File: config.mk
export PLATFORM = sky130hd
export DESIGN_NAME = dual_timer
export DESIGN_NICKNAME = d
export VERILOG_FILES = /design/src/rtl/timer_pkg.sv /design/src/rtl/psc_unit.sv /design/src/rtl/tmr_unit.sv /design/src/rtl/dual_timer.sv
export SDC_FILE = /design/constraint.sdc
export NUM_CORES = 1
export LEC_CHECK = 0
export BUFFER_PORTS_ARGS = -buffer_cell sky130_fd_sc_hd__buf_4
export CAP_MARGIN = 20
export CORE_ASPECT_RATIO = 0.8
export CORE_MARGIN = 4
export CORE_UTILIZATION = 52
export CTS_BUF_LIST = sky130_fd_sc_hd__clkbuf_8
export CTS_CLUSTER_SIZE = 20
export DETAILED_ROUTE_END_ITERATION = 12
export PLACE_DENSITY = 0.78
export SYNTH_ARGS = -nofsm -noshare
export SYNTH_HDL_FRONTEND = slang
export SYNTH_SLANG_ARGS = --single-unit
File: constraint.sdc
create_clock -name clk -period 2.3 [get_ports clk]
set_input_delay 0.115 -clock clk [delete_from_list [all_inputs] [get_ports clk]]
set_output_delay 0.115 -clock clk [all_outputs]
set_load 0.03 [all_outputs]
File: src/rtl/timer_pkg.sv
package timer_pkg;
  typedef enum logic [1:0] {
    SRC_TICK_A = 2'd0,
    SRC_TICK_B = 2'd1,
    SRC_FLEX   = 2'd2,
    SRC_AUX    = 2'd3
  } tsrc_e;

  typedef enum logic [1:0] {
    ADR_CTRL   = 2'd0,
    ADR_PSC    = 2'd1,
    ADR_PSC_LV = 2'd2,
    ADR_FLAGS  = 2'd3
  } tadr_e;

  localparam int SLOT_W = 16;
endpackage

File: src/rtl/psc_unit.sv
module psc_unit #(
  parameter int PW = 16
) (
  input  logic          clk,
  input  logic          rst_n,
  input  logic          ld,
  input  logic [PW-1:0] ld_val,
  output logic          tick,
  output logic [PW-1:0] cnt_o,
  output logic [PW-1:0] reload_o
);
  logic [PW-1:0] cnt_q, rel_q;

  assign tick     = (cnt_q == '0);
  assign cnt_o    = cnt_q;
  assign reload_o = rel_q;

  always_ff @(posedge clk) begin
    if (!rst_n) begin
      cnt_q <= '0;
      rel_q <= '0;
    end else if (ld) begin
      cnt_q <= ld_val;
      rel_q <= ld_val;
    end else if (tick) begin
      cnt_q <= rel_q;
    end else begin
      cnt_q <= cnt_q - PW'(1);
    end
  end
endmodule

File: src/rtl/tmr_unit.sv
module tmr_unit
  import timer_pkg::*;
#(
  parameter int TW       = 8,
  parameter bit HAS_CASC = 1'b0
) (
  input  logic          clk,
  input  logic          rst_n,
  input  logic          cfg_wr,
  input  logic [TW+3:0] cfg_in,
  input  logic          tick_a,
  input  logic          tick_b,
  input  logic          tick_flex,
  input  logic          tick_casc,
  output logic [TW-1:0] cnt_o,
  output logic [TW-1:0] div_o,
  output logic          run_o,
  output tsrc_e         src_o,
  output logic          uf_o,
  output logic          irq_o
);
  localparam int RUN_B = TW + 2;
  localparam int ACK_B = TW + 3;

  logic [TW-1:0] cnt_q, div_q;
  logic          run_q, irq_q, tick, aux_tick;
  tsrc_e         src_q;

  function automatic logic [TW-1:0] next_cnt(input logic [TW-1:0] c,
                                             input logic [TW-1:0] d,
                                             input logic r, input logic t);
    if (!r)              return d;
    if (!t)              return c;
    if (c == TW'(1))     return d;
    return c - TW'(1);
  endfunction

  generate
    if (HAS_CASC) begin : g_casc
      assign aux_tick = tick_casc;
    end else begin : g_nocasc
      assign aux_tick = 1'b0;
    end
  endgenerate

  always_comb begin
    case (src_q)
      SRC_TICK_A: tick = tick_a;
      SRC_TICK_B: tick = tick_b;
      SRC_FLEX:   tick = tick_flex;
      default:    tick = aux_tick;
    endcase
  end

  assign uf_o  = run_q && tick && (cnt_q == TW'(1));
  assign cnt_o = cnt_q;
  assign div_o = div_q;
  assign run_o = run_q;
  assign src_o = src_q;
  assign irq_o = irq_q;

  always_ff @(posedge clk) begin
    if (!rst_n) begin
      cnt_q <= '0;
      div_q <= '0;
      run_q <= 1'b0;
      irq_q <= 1'b0;
      src_q <= SRC_TICK_A;
    end else begin
      cnt_q <= next_cnt(cnt_q, div_q, run_q, tick);
      if (uf_o)
        irq_q <= 1'b1;
      else if (cfg_wr && cfg_in[ACK_B])
        irq_q <= 1'b0;
      if (cfg_wr) begin
        div_q <= cfg_in[TW-1:0];
        src_q <= tsrc_e'(cfg_in[TW+1:TW]);
        run_q <= cfg_in[RUN_B];
      end
    end
  end
endmodule

File: src/rtl/dual_timer.sv
module dual_timer
  import timer_pkg::*;
#(
  parameter int TW = 8,
  parameter int PW = 16,
  parameter int DW = 32
) (
  input  logic          clk,
  input  logic          rst_n,
  input  logic          wr_en,
  input  logic [1:0]    wr_addr,
  input  logic [DW-1:0] wr_data,
  input  logic [1:0]    rd_addr,
  output logic [DW-1:0] rd_data,
  input  logic          tick_a,
  input  logic          tick_b,
  output logic          irq0,
  output logic          irq1
);
  localparam int CW = TW + 4;
  localparam int NT = 2;

  logic          ctrl_wr, psc_wr, p_tick;
  logic [PW-1:0] psc_cnt, psc_rel;
  logic [TW-1:0] cnt_a [NT];
  logic [TW-1:0] div_a [NT];
  logic          run_a [NT];
  tsrc_e         src_a [NT];
  logic          uf_a  [NT];
  logic          irq_a [NT];

  assign ctrl_wr = wr_en && (wr_addr == ADR_CTRL);
  assign psc_wr  = wr_en && (wr_addr == ADR_PSC);

  psc_unit #(.PW(PW)) u_psc (
    .clk(clk), .rst_n(rst_n), .ld(psc_wr), .ld_val(wr_data[PW-1:0]),
    .tick(p_tick), .cnt_o(psc_cnt), .reload_o(psc_rel)
  );

  generate
    for (genvar i = 0; i < NT; i++) begin : g_tmr
      tmr_unit #(.TW(TW), .HAS_CASC(i > 0)) u_tmr (
        .clk(clk), .rst_n(rst_n), .cfg_wr(ctrl_wr),
        .cfg_in(wr_data[i*SLOT_W +: CW]),
        .tick_a(tick_a), .tick_b(tick_b), .tick_flex(p_tick),
        .tick_casc(uf_a[0]),
        .cnt_o(cnt_a[i]), .div_o(div_a[i]), .run_o(run_a[i]),
        .src_o(src_a[i]), .uf_o(uf_a[i]), .irq_o(irq_a[i])
      );
    end
  endgenerate

  // named internal events for the checker
  logic [TW-1:0] cnt0, cnt1, div0;
  logic          run0, run1, uf0, uf1, ack0_wr, ack1_wr;
  tsrc_e         src1;
  assign cnt0    = cnt_a[0];
  assign cnt1    = cnt_a[1];
  assign div0    = div_a[0];
  assign run0    = run_a[0];
  assign run1    = run_a[1];
  assign src1    = src_a[1];
  assign uf0     = uf_a[0];
  assign uf1     = uf_a[1];
  assign ack0_wr = ctrl_wr && wr_data[TW+3];
  assign ack1_wr = ctrl_wr && wr_data[SLOT_W+TW+3];

  assign irq0 = irq_a[0];
  assign irq1 = irq_a[1];

  always_comb begin
    case (rd_addr)
      ADR_CTRL:   rd_data = DW'({cnt_a[1], cnt_a[0]});
      ADR_PSC:    rd_data = DW'(psc_rel);
      ADR_PSC_LV: rd_data = DW'(psc_cnt);
      default:    rd_data = DW'({irq_a[1], irq_a[0]});
    endcase
  end
endmodule

==> flow_metrics.py <==
metrics = {
    "timing": {
        "worst-slew-pin-transition_ps": 622,
        "setup_viol": 0,
        "finalCriticalPeriod_ps": 2190,
        "setup_ws_ps": 107,
        "slew_viol_final": 0,
        "hold_ws_ps": 8.11,
        "slew_headroom_pct": 58.2,
        "rsz0062_at_grt": "no",
        "max_clock_freq_mhz": 456,
        "tns_ps": 0,
        "finalHoldViolations": 0,
        "finalCritPeriodShare_pct": 95.4,
        "fin_skew_ps": 7.55,
    },
    "floorplan": {
        "rows": 28,
        "coreArea_um2": 7530,
        "initial_utilization_pct": 54.5,
        "die_w_um": 107,
        "fp.dieH_um": 87.5,
        "pin_count": 75,
        "dieArea_um2": 9390,
    },
    "placement": {
        "hpwlAfterDp_um": 8010,
        "post_dp_cell_area_um2": 4610,
        "gp_congestion": 0.962,
        "dp_slack_ps": 64.8,
        "numPortBuffers": 54,
    },
    "synthesis": {
        "syn_inst": 532,
        "synth_edf_count": 0,
        "ys_async_sr_fraction_pct": 0,
        "yosys.area.top_type": "dfxtp_1",
        "synthTopCellsByCount": "nand2_1, dfxtp_1, a21boi_0, o21ai_0",
        "ys_top_cells_by_area": "dfxtp_1, nand2_1, a21boi_0, o21ai_0, mux2i_1",
        "yosys.cell_types.count": 57,
        "netlist_area_um2": 4110,
        "synth_ff_type": "dfxtp_1",
        "seq_area_frac_synth_pct": 35.1,
        "syn_avg_cell_area_um2": 7.72,
        "yosysTopAreaCellShare_pct": 35.1,
        "synth-seq-cells": 72,
        "ys_warn_count": 0,
        "synth_most_common_cell": "nand2_1",
    },
    "run_status": {
        "status": "completed",
    },
    "grt": {
        "grtUsageTotal_pct": 24.6,
        "grt_pass1_wl_um": 18000,
        "antenna_found_initial": 0,
        "grt_pass1_vias": 3588,
        "grt_max_degree": 44,
        "overflow": 0,
    },
    "flow_run": {
        "maxCapViolations": 0,
    },
    "routing": {
        "drt_pre_antenna_iters": 5,
        "drc_errors": 0,
        "finalWirelength_um": 11200,
        "ant_nets": 0,
        "via_per_inst": 5.66,
        "vias": 3948,
        "first_iter_violations": 381,
        "wl_per_cell_um": 16.0,
    },
    "power": {
        "p_int_mw": 2.66,
        "p_leak_nw": 1.92,
        "seqPwrFrac_pct": 38.1,
        "p_switching_mw": 1.56,
        "p_comb_share_pct": 37.4,
        "clkPwrFrac_pct": 24.5,
        "p_per_area_nw_per_um2": 871,
        "peakVddDrop_uv": 415,
        "swShare_pct": 37.0,
    },
    "clock_tree": {
        "cts_tree": "yes",
        "cts_buffers": 9,
        "post-cts-setup-buffer-count": 0,
        "cts.clk_slew.worst_paths_ps": 70,
        "cts_buffer_depth": 2,
        "clk_latency_ps": 350,
        "ctsHtreeMaxLevel": 3,
        "cts.sinks": 72,
        "cts_root_buf": "clkbuf_8",
    },
    "critical_path": {
        "critPathBufInv": 0,
        "crit_fanout": 8,
        "arrival_ps": 2480,
        "path_cells": "or4_1 -> a2111o_1 -> a31oi_4 -> nand2_4 -> o41ai_2 -> o31a_1",
        "worstSetupPathType": "reg2reg",
        "max_stage_delay_ps": 560,
        "cp_top_family": "compound AO/OA/AOI/OAI gates",
        "ff2ff_path_depth": 6,
        "slowest_stage": "or4_1",
        "rr_endpoint": "g_tmr[1].u_tmr.cnt_o[0]",
        "crit_path_end_kind": "flop",
        "timing.rr.start": "g_tmr[0].u_tmr.cnt_o[3]",
        "required_ps": 2590,
        "crit_path_start_kind": "flop",
        "rrSetupSlack_ps": 110,
    },
    "hold_path": {
        "worstHoldPathType": "in2reg",
        "min-delay-start": "wr_data[12]",
        "hold_path_depth": 3,
        "whs_endpoint": "u_psc.cnt_o[12]",
    },
    "finish": {
        "diodes": 0,
        "final_util_pct": 64.4,
        "design_area_um2": 4850,
        "drive_gt1_share_pct": 17.4,
        "syn2layout_area_growth_pct": 18.2,
        "finalNetCount": 634,
    },
}
layout by cell type, fill, tap and decap left out, types with 3 or more instances in the layout:
master / n
ha_1: 6
a21oi_1: 27
nor3_1: 13
inv_1: 13
nand2b_1: 4
nor2b_1: 3
nand3_1: 18
o21ai_0: 42
o211ai_1: 8
conb_1: 16
xor2_1: 6
and2_1: 3
or3b_2: 3
nand2_1: 118
dfxtp_1: 72
nand3b_1: 3
o21a_1: 6
a211oi_1: 4
nor4_1: 5
a31oi_1: 6
buf_4: 73
xnor2_1: 3
o31ai_1: 3
a21boi_0: 42
clkbuf_8: 11
nor2_1: 19
mux2i_1: 19
per-stage QoR:
stage,instances,power (mW)
final,697,4.22
after global routing,697,4.50
after CTS,696,4.21
after detailed placement,679,3.17
after global placement,679,3.14
after floorplan,547,2.70
repair_timing:
item,in CTS,in global routing
setup endpoints to repair,0,9
gates resized for setup,0,4
hold endpoints to repair,1,1
hold buffers,1,1
per-layer routing:
layer  part of all wire, %  GRT usage [%]  up-vias  wire, µm
met4                   1.1           5.62        0       121
li1                      -              -     1947         -
met1                    49           35.2     1851      5420
met2                    43           37.0      138      4830
met5                     0              0        -         0
met3                   7.2           6.60       12       803
sequential cells by signal, summed over array words and instances, names as in the netlist:
name / cells
u_psc.cnt_o: 16
g_tmr.u_tmr.src_o: 4
u_psc.reload_o: 16
g_tmr.u_tmr.div_o: 16
g_tmr.u_tmr.irq_o: 2
g_tmr.u_tmr.run_o: 2
g_tmr.u_tmr.cnt_o: 16
area by class of cell:
type | instances | area, µm²
fill | 675 | 2680
multi-input combinational | 416 | 2450
sequential | 72 | 1440
timing repair buffer | 75 | 568
clock buffer | 11 | 151
tap | 105 | 131
clock inverter | 5 | 55.1
inverter | 13 | 48.8
worst reg2reg max path: cells and delay by family (launching register included):
kind	cells	cell delay (ps)
AOI/OAI and AO/OA	4	1090
DFF	1	360
and+or+nand+nor	2	680
logic make-up after synthesis:
kind of cell	synth area share [%]
XOR/XNOR	1.92
AO/OA/AOI/OAI	25.4
multiplexers	5.73
buffers and inverters	6.92
flip-flops	35.1
adder cells (fa/ha/maj)	1.83
AND/OR/NAND/NOR	23.0
other	0.0913
power by group through the flow:
stage          registers, mW  logic [mW]  clock network, mW
5_1_grt                 1.63        1.76               1.11
3_5_place_dp            1.62        1.55                  0
6_report                1.61        1.58               1.03
3_3_place_gp            1.62        1.53                  0
4_1_cts                 1.60        1.56               1.06
2_1_floorplan           1.57        1.13                  0
worst max path at each step:
stage / from / end / cells after the start
2_1_floorplan: g_tmr[0].u_tmr.cnt_o[2] / g_tmr[1].u_tmr.cnt_o[0] / 7
3_3_place_gp: g_tmr[0].u_tmr.cnt_o[3] / g_tmr[1].u_tmr.cnt_o[0] / 6
3_5_place_dp: g_tmr[0].u_tmr.cnt_o[3] / g_tmr[1].u_tmr.cnt_o[0] / 6
4_1_cts: g_tmr[0].u_tmr.cnt_o[3] / g_tmr[1].u_tmr.cnt_o[0] / 6
5_1_grt: g_tmr[0].u_tmr.cnt_o[3] / g_tmr[1].u_tmr.cnt_o[0] / 6
6_report: g_tmr[0].u_tmr.cnt_o[3] / g_tmr[1].u_tmr.cnt_o[0] / 6
No activity file was read; power rests on OpenSTA's default activity.
